==> src/rtl/ts_pkg.sv <==
package ts_pkg;
  localparam int SYM_W   = 8;
  localparam int SET_LEN = 16;
  localparam int IDX_W   = $clog2(SET_LEN);

  localparam logic [SYM_W-1:0] SYM_COM = 8'hBC;
  localparam logic [SYM_W-1:0] SYM_PAD = 8'hF7;
  localparam logic [SYM_W-1:0] ID_TS1  = 8'h4A;
  localparam logic [SYM_W-1:0] ID_TS2  = 8'h45;

  localparam logic [IDX_W-1:0] POS_COM  = 4'd0;
  localparam logic [IDX_W-1:0] POS_LINK = 4'd1;
  localparam logic [IDX_W-1:0] POS_LANE = 4'd2;
  localparam logic [IDX_W-1:0] POS_NFTS = 4'd3;
  localparam logic [IDX_W-1:0] POS_RATE = 4'd4;
  localparam logic [IDX_W-1:0] POS_CTL  = 4'd5;
  localparam logic [IDX_W-1:0] POS_LAST = IDX_W'(SET_LEN - 1);

  typedef enum logic [1:0] {FLD_FIXED, FLD_LINK, FLD_LANE} fld_e;

  typedef struct packed {
    logic [SYM_W-1:0] data;
    logic             k;
    fld_e             fld;
  } csym_t;

  typedef struct packed {
    logic             kind;
    logic             pad;
    logic [SYM_W-1:0] link;
    logic [SYM_W-1:0] nfts;
    logic [SYM_W-1:0] rate;
    logic [SYM_W-1:0] tctl;
  } ctx_t;
endpackage

==> src/rtl/ts_seq.sv <==
module ts_seq
  import ts_pkg::*;
(
  input  logic             clk,
  input  logic             rst,
  input  logic             req,
  input  ctx_t             ctx_in,
  output logic             active,
  output logic [IDX_W-1:0] idx,
  output ctx_t             ctx
);
  logic pend;
  logic at_end;

  assign at_end = !active || (idx == POS_LAST);

  always_ff @(posedge clk) begin
    if (rst) begin
      active <= 1'b0;
      idx    <= '0;
      pend   <= 1'b0;
      ctx    <= '0;
    end else if (at_end) begin
      if (pend || req) begin
        active <= 1'b1;
        idx    <= '0;
        pend   <= 1'b0;
        ctx    <= ctx_in;
      end else begin
        active <= 1'b0;
      end
    end else begin
      idx <= idx + 1'b1;
      if (req) pend <= 1'b1;
    end
  end

  AST_SET_COMPLETES: assert property (@(posedge clk) disable iff (rst)
    (active && idx != POS_LAST) |=> active);
  AST_PEND_SERVED: assert property (@(posedge clk) disable iff (rst)
    (active && idx == POS_LAST && pend) |=> (active && idx == '0));
  AST_CTX_HELD: assert property (@(posedge clk) disable iff (rst)
    (active && idx != POS_LAST) |=> $stable(ctx));
endmodule

==> src/rtl/ts_sym_build.sv <==
module ts_sym_build
  import ts_pkg::*;
(
  input  logic [IDX_W-1:0] idx,
  input  ctx_t             ctx,
  output csym_t            sym
);
  always_comb begin
    sym.k    = 1'b0;
    sym.fld  = FLD_FIXED;
    sym.data = ctx.kind ? ID_TS2 : ID_TS1;
    case (idx)
      POS_COM:  begin sym.data = SYM_COM; sym.k = 1'b1; end
      POS_LINK: begin sym.data = ctx.link; sym.fld = FLD_LINK; end
      POS_LANE: begin sym.data = '0; sym.fld = FLD_LANE; end
      POS_NFTS: sym.data = ctx.nfts;
      POS_RATE: sym.data = ctx.rate;
      POS_CTL:  sym.data = ctx.tctl;
      default:  ;
    endcase
  end
endmodule

==> src/rtl/ts_lane_stage.sv <==
module ts_lane_stage
  import ts_pkg::*;
#(
  parameter int LANE_ID = 0
) (
  input  logic             clk,
  input  logic             rst,
  input  logic             os_in,
  input  csym_t            sym,
  input  logic             pad_all,
  input  logic             off,
  input  logic [SYM_W-1:0] dl_d,
  input  logic             dl_kf,
  output logic [SYM_W-1:0] out_d,
  output logic             out_k
);
  localparam logic [SYM_W-1:0] MY_NUM = SYM_W'(LANE_ID);

  logic force_pad;
  assign force_pad = pad_all || off;

  always_ff @(posedge clk) begin
    if (rst) begin
      out_d <= '0;
      out_k <= 1'b0;
    end else if (os_in) begin
      case (sym.fld)
        FLD_LINK: begin
          out_d <= force_pad ? SYM_PAD : sym.data;
          out_k <= force_pad;
        end
        FLD_LANE: begin
          out_d <= force_pad ? SYM_PAD : MY_NUM;
          out_k <= force_pad;
        end
        default: begin
          out_d <= sym.data;
          out_k <= sym.k;
        end
      endcase
    end else begin
      out_d <= dl_d;
      out_k <= dl_kf;
    end
  end

  AST_OFF_PADS: assert property (@(posedge clk) disable iff (rst)
    (os_in && sym.fld != FLD_FIXED && off) |=> (out_k && out_d == SYM_PAD));
  AST_DATA_PASS: assert property (@(posedge clk) disable iff (rst)
    !os_in |=> (out_d == $past(dl_d) && out_k == $past(dl_kf)));
endmodule

==> src/rtl/ts_lane_mux.sv <==
module ts_lane_mux
  import ts_pkg::*;
#(
  parameter int LANES = 4
) (
  input  logic                   clk,
  input  logic                   rst,
  input  logic                   ts_req,
  input  logic                   ts_kind,
  input  logic                   ts_pad,
  input  logic [7:0]             link_num,
  input  logic [7:0]             nfts,
  input  logic [7:0]             data_rate,
  input  logic [7:0]             train_ctl,
  input  logic [LANES-1:0]       lane_off,
  input  logic [LANES*8-1:0]     dl_data,
  input  logic [LANES-1:0]       dl_k,
  output logic [LANES*8-1:0]     tx_data,
  output logic [LANES-1:0]       tx_k,
  output logic                   os_active
);
  ctx_t             ctx_in, ctx;
  logic             active;
  logic [IDX_W-1:0] idx;
  csym_t            sym;

  always_comb begin
    ctx_in.kind = ts_kind;
    ctx_in.pad  = ts_pad;
    ctx_in.link = link_num;
    ctx_in.nfts = nfts;
    ctx_in.rate = data_rate;
    ctx_in.tctl = train_ctl;
  end

  ts_seq seq_i (
    .clk(clk), .rst(rst), .req(ts_req), .ctx_in(ctx_in),
    .active(active), .idx(idx), .ctx(ctx)
  );

  ts_sym_build build_i (.idx(idx), .ctx(ctx), .sym(sym));

  for (genvar g = 0; g < LANES; g++) begin : g_lane
    ts_lane_stage #(.LANE_ID(g)) stage_i (
      .clk(clk), .rst(rst), .os_in(active), .sym(sym),
      .pad_all(ctx.pad), .off(lane_off[g]),
      .dl_d(dl_data[g*SYM_W +: SYM_W]), .dl_kf(dl_k[g]),
      .out_d(tx_data[g*SYM_W +: SYM_W]), .out_k(tx_k[g])
    );
  end

  always_ff @(posedge clk) begin
    if (rst) os_active <= 1'b0;
    else     os_active <= active;
  end

  AST_COM_FIRST: assert property (@(posedge clk) disable iff (rst)
    $rose(os_active) |-> (tx_k[0] && tx_data[7:0] == SYM_COM));
  AST_RESET_QUIET: assert property (@(posedge clk)
    $past(rst) |-> (!os_active && tx_k == '0 && tx_data == '0));
endmodule

==> config.mk <==
export PLATFORM = sky130hd
export DESIGN_NAME = ts_lane_mux
export DESIGN_NICKNAME = d
export VERILOG_FILES = /design/src/rtl/ts_pkg.sv /design/src/rtl/ts_seq.sv /design/src/rtl/ts_sym_build.sv /design/src/rtl/ts_lane_stage.sv /design/src/rtl/ts_lane_mux.sv
export SDC_FILE = /design/constraint.sdc
export NUM_CORES = 1
export LEC_CHECK = 0
export ABC_AREA = 1
export BUFFER_PORTS_ARGS = -buffer_cell sky130_fd_sc_hd__buf_2
export CAP_MARGIN = 20
export CORE_MARGIN = 2
export CORE_UTILIZATION = 54
export CTS_CLUSTER_SIZE = 24
export DETAILED_ROUTE_END_ITERATION = 6
export PLACE_DENSITY = 0.85
export SLEW_MARGIN = 15
export SYNTH_ARGS = -nofsm -noshare
export SYNTH_HDL_FRONTEND = slang
export SYNTH_SLANG_ARGS = --single-unit
==> constraint.sdc <==
create_clock -name clk -period 5.28 [get_ports clk]
set_input_delay 0.528 -clock clk [delete_from_list [all_inputs] [get_ports clk]]
set_output_delay 0.528 -clock clk [all_outputs]
set_load 0.01 [all_outputs]
==> results of run 1 <==
-- flip-flops by register name, summed over array words and instances, names as in the netlist --
signal and count:
seq_i.ctx 34, seq_i.active 1, g_lane.stage_i.out_k 4, seq_i.idx 4, g_lane.stage_i.out_d 32, os_active 1
seq_i.pend 1
-- metal layers --
metal	vias up	GRT usage
li1	1700	-
met1	1506	0.3218
met2	185	0.4326
met3	34	0.05368
met4	0	0.1252
met5	-	0
-- logic make-up after synthesis --
group,after synthesis
AO/OA/AOI/OAI,98
adder cells (fa/ha/maj),6
AND/OR/NAND/NOR,216
flip-flops,77
buffers and inverters,61
-- power by group --
| part | switching, µW | leakage (µW) | internal [µW] |
|---|---|---|---|
| Sequential | 23.6 | 0.000639 | 635 |
| Combinational | 154 | 0.00137 | 91.6 |
| Clock | 219 | 0.0000917 | 196 |
| Total | 397 | 0.00210 | 922 |
-- tightest hold or removal path: stages --
cell and delay, ps:
buf_2 70, nand2_1 40, nand2_1 50
-- per-stage QoR --
step	cells	worst slack [ps]
floorplan	458	3259
global placement	626	3038
detailed placement	626	2912
CTS	642	2901
global route	642	2684
finish	642	2864
-- cell type report --
| type | instances | area (µm²) | share of cell area |
|---|---|---|---|
| clock buffers | 11 | 151.4 | 0.03662 |
| multi-input cells | 320 | 1587 | 0.3838 |
| repair buffers | 115 | 580.6 | 0.1404 |
| inverters | 39 | 146.4 | 0.03541 |
| well taps | 75 | 93.84 | 0.02270 |
| clock inverters | 5 | 33.78 | 0.008172 |
| flip-flops and latches | 77 | 1541 | 0.3729 |
-- layout by cell type, fill, tap and decap left out --
master / count
buf_2: 113
nand2_1: 98
dfxtp_1: 77
nor2_1: 70
o21ai_1: 36
inv_1: 32
nand3_1: 28
o21ai_0: 26
a21oi_1: 12
clkbuf_8: 11
a21oi_2: 9
nand4_1: 8
inv_2: 7
o21ai_2: 7
ha_1: 6
nand2_2: 3
nor3_1: 3
o211ai_1: 3
o221ai_1: 2
clkinv_2: 2
clkinvlp_4: 2
buf_4: 2
nor2_4: 1
nand3_2: 1
o22ai_1: 1
nand4_2: 1
nor2_2: 1
nand4_4: 1
nor2_8: 1
o31ai_1: 1
o221a_2: 1
inv_6: 1
-- worst max-delay path by stage --
stage                             from                    endpoint  slack [ps]  depth (start not counted)
after floorplan           seq_i.idx[1]  g_lane[0].stage_i.out_d[0]        3260                         12
after global placement    seq_i.idx[1]  g_lane[0].stage_i.out_d[5]        3040                         11
after detailed placement  seq_i.idx[1]  g_lane[0].stage_i.out_d[5]        2910                         11
after CTS                 seq_i.idx[1]  g_lane[0].stage_i.out_d[5]        2900                         11
after global routing      seq_i.idx[1]  g_lane[0].stage_i.out_d[5]        2680                         11
final                     seq_i.idx[1]  g_lane[0].stage_i.out_d[5]        2860                         11
==> summary.md, run 1 <==
| Metric | Value |
|---|---|
| Outcome | completed |
| Kind of start point of the critical path | flop |
| Starting density of the core | 0.5683 |
| Metal3 WL | 780 µm |
| DRT Pass-1 Iters | 5 |
| Placed cell areas | 3949 µm² |
| GRT Overall Usage | 0.2606 |
| Slew of the pin with the lowest slew margin | 794.8 ps |
| Row count | 28 |
| Mapped Avg Cell Area | 7.433 µm² |
| Largest family of logic cells by synthesized area | simple AND/OR/NAND/NOR gates |
| Synth Register Bits | 77 |
| Post-cts sizing count | 0 |
| Hold Vio Cnt, Final | 0 |
| Final Skew | 7.435 ps |
| Post-Synth Adder-Cell Area | 0.02205 |
| Hold WC Path Type | input port to flop |
| Post-route cell area | 4134 µm² |
| Syn. warnings | 0 |
| Die area | 6956 µm² |
| Final nets | 645 |
| Most frequent cells after synthesis | 98 x nand2_1, 77 x dfxtp_1, 70 x nor2_1 |
| Hold path depth | 3 |
| I/O Buffers | 113 |
| Top post-synthesis cells by area | dfxtp_1 45%, nand2_1 11%, nor2_1 7.7% |
| Tcrit/Tclk final | 0.4575 |
| Post-synth top area share | 0.4528 |
| Layout cells sized above 1 | 0.2892 |
| Worst path max stage delay | 420 ps |
| Worst-path fanout max | 8 |
| Power density over the cells | 319.2 nW/µm² |
| Post-route antenna net violation count | 0 |
| Slowest CP cell | dfxtp_1 |
| Max IR drop VDD | 0.2033 mV |
| Pleak | 0.002101 µW |
| Critical R2R Launch | seq_i.idx[1] |
| Slew margin rel. | 0.4694 |
| Mapped Area | 3405 µm² |
| GR Overflow Total | 0 |
| Largest net degree at the start of global routing | 44 |
| TritonCTS Buffers | 9 |
| Worst Path Arrival | 2660 ps |
| Vias in the first global route | 3,295 |
| Critical path buffer and inverter count | 3 |
| Total power | 1320 µW |
| Final Wtd Congestion | 0.9782 |
| Post-synth ARST share | 0 |
| DRT Wirelength | 8650 µm |
| CTS Hold Bufs | 0 |
| Hpwl dp | 6440 µm |
| Critical Path End Type | flop |
| Vias/cell | 5.335 |
| ANT cells | 0 |
| H-tree levels | 3 |
| RSZ-0062 raised after global routing | false |
| Largest area contributor in the synthesized netlist | dfxtp_1 |
| Max-Cap Viols | 0 |
| WP data required | 5520 ps |
| Hold endpoint | g_lane[3].stage_i.out_d[7] |
| Worst path top cell family by delay | adder cells |
| Met1 Wirelength | 3577 µm |
| Clk sinks | 77 |
| Number of synthesized flops with an enable pin | 0 |
| Reg2Reg Depth | 11 |
| Seq/Total Area, Yosys | 0.4528 |
| TNS Setup | 0 ps |
| Worst R2R End | g_lane[0].stage_i.out_d[5] |
| Via count | 3,425 |
| Clock Root Buffer | clkbuf_8 |
| Drt drc | 0 |
| Final setup vio count | 0 |
| Average wire per standard cell | 13.47 µm |
| DR iter-0 viols | 273 |
| Die Width | 83.40 µm |
| Global-route wire length before repair | 14,830 µm |
| Count leader, synth | nand2_1 |
| Die height | 83.40 µm |
| WHS | 363.8 ps |
| Post-synth top flop | dfxtp_1 |
| Highest routed layer | met4 |
| CP Class | flop to flop |
| Area delta synth->final | 21.43% |
| Std-Cell Core Area | 5991 µm² |
| Mux cell area share after synthesis | 0 |
| Synth Instances | 458 |
| Maximum clock frequency | 0.4139 GHz |
| Crit path time final | 2416 ps |
| Simple-gate share of the synthesized area | 0.2749 |
| Post-synthesis compound-gate area fraction | 0.1691 |
| Clock Path Buffers | 2 |
| IO Pins | 114 |
| Initial antenna violation count | 0 |
| Clock slew at reported path FFs | 80 ps |
| Max Slew Vio Count | 0 |
| CP Cell Sequence | inv_1 -> ha_1 -> nand2_1 -> inv_2 -> ha_1 -> nor2_1 -> o21ai_0 -> nand3_1 -> inv_1 -> o21ai_0 -> nand2_1 |
| Post-CTS Setup Inserts | 0 |
| Final cell utilization of the core | 0.6901 |
| TritonCTS clock tree | built |
| Distinct cells, synth | 31 |
| Met2 Wirelength | 4019 µm |
| Worst-Skew Late Latency | 350 ps |
| Hold Startpoint | dl_data[31] |
| Fillers | 517 |
| FF-to-FF setup slack | 2860 ps |
| XOR/XNOR share of the synthesized area | 0 |
| Net Count, Synth | 541 |
(Power assumes the default switching activity.)
==> run 2, diff against run 1 <==
CORE_UTILIZATION = 45   (was 54)
PLACE_DENSITY = 0.75   (was 0.85)
clock period = 1.95 ns   (was 5.28 ns; I/O delays follow)
==> summary.md, run 2 (synthesis results as in run 1) <==
| Metric | Value |
|---|---|
| Hold Vio Cnt, Final | 0 (unchanged) |
| Fillers | 707 (was 517) |
| WHS | 31.23 ps (was 363.8 ps) |
| WP data required | 2200 ps (was 5520 ps) |
| Place WS | 98.24 ps (was 2912 ps) |
| Hpwl dp | 6648 µm (was 6440 µm) |
| CP Cell Sequence | buf_4 -> ha_1 -> nand3_1 -> nand2_2 -> inv_2 -> nor2_8 -> inv_2 -> buf_12 -> o21ai_1 -> a21oi_2 (was inv_1 -> ha_1 -> nand2_1 -> inv_2 -> ha_1 -> nor2_1 -> o21ai_0 -> nand3_1 -> inv_1 -> o21ai_0 -> nand2_1) |
| I/O Buffers | 113 (unchanged) |
| Power density over the cells | 846.0 nW/µm² (was 319.2 nW/µm²) |
| RSZ-0062 raised after global routing | false (unchanged) |
| Worst path max stage delay | 340 ps (was 420 ps) |
| Final WS setup | 159.8 ps (was 2864 ps) |
| Die area | 8277 µm² (was 6956 µm²) |
| Crit path time final | 1790 ps (was 2416 ps) |
| Maximum clock frequency | 0.5586 GHz (was 0.4139 GHz) |
| CP Class | flop to flop (unchanged) |
| Post-route antenna net violation count | 0 (unchanged) |
| Worst-path fanout max | 20 (was 8) |
| Max IR drop VDD | 0.4028 mV (was 0.2033 mV) |
| Global-route wire length before repair | 14,950 µm (was 14,830 µm) |
| Layout cells sized above 1 | 0.3253 (was 0.2892) |
| DRT Pass-1 Iters | 4 (was 5) |
| Clk sinks | 77 (unchanged) |
| GRT Overall Usage | 0.2211 (was 0.2606) |
| Die height | 90.98 µm (was 83.40 µm) |
| Final setup vio count | 0 (unchanged) |
| Worst Path Arrival | 2040 ps (was 2660 ps) |
| Slew of the pin with the lowest slew margin | 440.7 ps (was 794.8 ps) |
| Std-Cell Core Area | 7292 µm² (was 5991 µm²) |
| Hold WC Path Type | input port to flop (unchanged) |
| Via count | 3,408 (was 3,425) |
| Average wire per standard cell | 12.98 µm (was 13.47 µm) |
| Kind of start point of the critical path | flop (unchanged) |
| Drt drc | 0 (unchanged) |
| Most common cell after layout, fill and taps aside | buf_2 (unchanged) |
| Vias in the first global route | 3,337 (was 3,295) |
| Most frequent cells in the layout | 113 x buf_2, 98 x nand2_1, 76 x dfxtp_1 (was 113 x buf_2, 98 x nand2_1, 77 x dfxtp_1) |
| Worst R2R End | seq_i.ctx[19] (was g_lane[0].stage_i.out_d[5]) |
| Reg2Reg Depth | 10 (was 11) |
| TritonCTS clock tree | built (unchanged) |
| Tcrit/Tclk final | 0.9180 (was 0.4575) |
| CP startpoint | seq_i.idx[1] (unchanged) |
| GR Overflow Total | 0 (unchanged) |
| TNS Setup | 0 ps (unchanged) |
| DRT Wirelength | 8864 µm (was 8650 µm) |
| Crit path capture | seq_i.ctx[19] (was g_lane[0].stage_i.out_d[5]) |
| Vias/cell | 4.990 (was 5.335) |
| Max FFs per register | 34 (unchanged) |
| Clock Root Buffer | clkbuf_8 (unchanged) |
| Slew margin rel. | 0.7051 (was 0.4694) |
| Worst-Skew Late Latency | 350 ps (about the same) |
| Placed cell areas | 4139 µm² (was 3949 µm²) |
| Clock Path Buffers | 2 (unchanged) |
| IO Pins | 114 (unchanged) |
| DR iter-0 viols | 119 (was 273) |
| Starting density of the core | 0.4669 (was 0.5683) |
| Initial antenna violation count | 0 (unchanged) |
| Die Width | 90.98 µm (was 83.40 µm) |
| Max-Cap Viols | 0 (unchanged) |
| Max Slew Vio Count | 0 (unchanged) |
| Final Wtd Congestion | 0.8647 (was 0.9782) |
| TritonCTS Buffers | 9 (unchanged) |
| Largest reg by FF count | seq_i.ctx (unchanged) |
| Slowest CP cell | dfxtp_1 (unchanged) |
| H-tree levels | 3 (unchanged) |
| Critical R2R Launch | seq_i.idx[1] (unchanged) |
| Outcome | completed (unchanged) |
| Total power | 3675 µW (was 1320 µW) |
| Final Skew | 12.93 ps (was 7.435 ps) |
| Row count | 31 (was 28) |
| FF-to-FF setup slack | 160 ps (was 2860 ps) |
| CP dominant cell by count | inv_2 |
| Clock slew at reported path FFs | 80 ps (about the same) |
| Post-route cell area | 4344 µm² (was 4134 µm²) |
| Largest net degree at the start of global routing | 32 (was 44) |
| ANT cells | 0 (unchanged) |
| Critical Path End Type | flop (unchanged) |
| Area delta synth->final | 27.60% (was 21.43%) |
| Final nets | 662 (was 645) |
| Largest regs | seq_i.ctx: 34 flops, g_lane.stage_i.out_d: 32 flops (unchanged) |
| Pleak | 0.002191 µW (was 0.002101 µW) |
## run 2: timing repair
action                     4_1_cts  5_1_grt
setup endpoints to repair        0       31
buffers inserted                 0        0
gates resized for setup          0       11
hold endpoints to repair         0        0
hold buffers                     0        0
## run 2: stage by stage
stage / utilization / std cells
4_1_cts: 0.5928 / 683
6_report: 0.5957 / 683
5_1_grt: 0.5957 / 683
2_1_floorplan: - / 458
3_3_place_gp: 0.5676 / 667
3_5_place_dp: 0.5676 / 667
## run 2: worst max-delay path: cells and delay by family (launching register included)
| kind | cells | cell delay (ps) |
|---|---|---|
| AND/OR/NAND/NOR | 3 | 320 |
| buffers and inverters | 4 | 490 |
| adder cells (fa/ha/maj) | 1 | 280 |
| flip-flops | 1 | 340 |
| AO/OA/AOI/OAI | 2 | 230 |
## run 2: worst min-delay path by stage
| stage | end | depth (start not counted) | start | slack [ps] |
|---|---|---|---|---|
| 2_1_floorplan | g_lane[0].stage_i.out_d[2] | 2 | dl_data[2] | 310 |
| 3_3_place_gp | g_lane[2].stage_i.out_d[6] | 3 | dl_data[22] | 390 |
| 3_5_place_dp | g_lane[0].stage_i.out_d[3] | 3 | dl_data[3] | 390 |
| 4_1_cts | g_lane[3].stage_i.out_d[5] | 3 | dl_data[29] | 30 |
| 5_1_grt | g_lane[2].stage_i.out_d[6] | 3 | dl_data[22] | 30 |
| 6_report | g_lane[3].stage_i.out_d[5] | 3 | dl_data[29] | 30 |
## run 2: power by group
group / switching (µW) / internal (µW)
Combinational: 448 / 296
Clock: 567 / 591
Sequential: 53.4 / 1720
## run 2: layout make-up
type / instances / area, µm² / area share
Clock buffer: 12 / 135.1 / 0.03111
Timing Repair Buffer: 132 / 733.2 / 0.1688
Clock inverter: 4 / 48.80 / 0.01123
Inverter: 39 / 146.4 / 0.03370
Sequential cell: 77 / 1543 / 0.3551
Tap cell: 99 / 123.9 / 0.02851
Multi-Input combinational cell: 320 / 1614 / 0.3715
## run 2: routing by layer
metal	track usage	vias up	share of wire
li1	-	1731	-
met1	0.2727	1524	0.44
met2	0.3765	135	0.46
met3	0.05394	18	0.077
met4	0.07576	0	0.017
met5	0	-	0
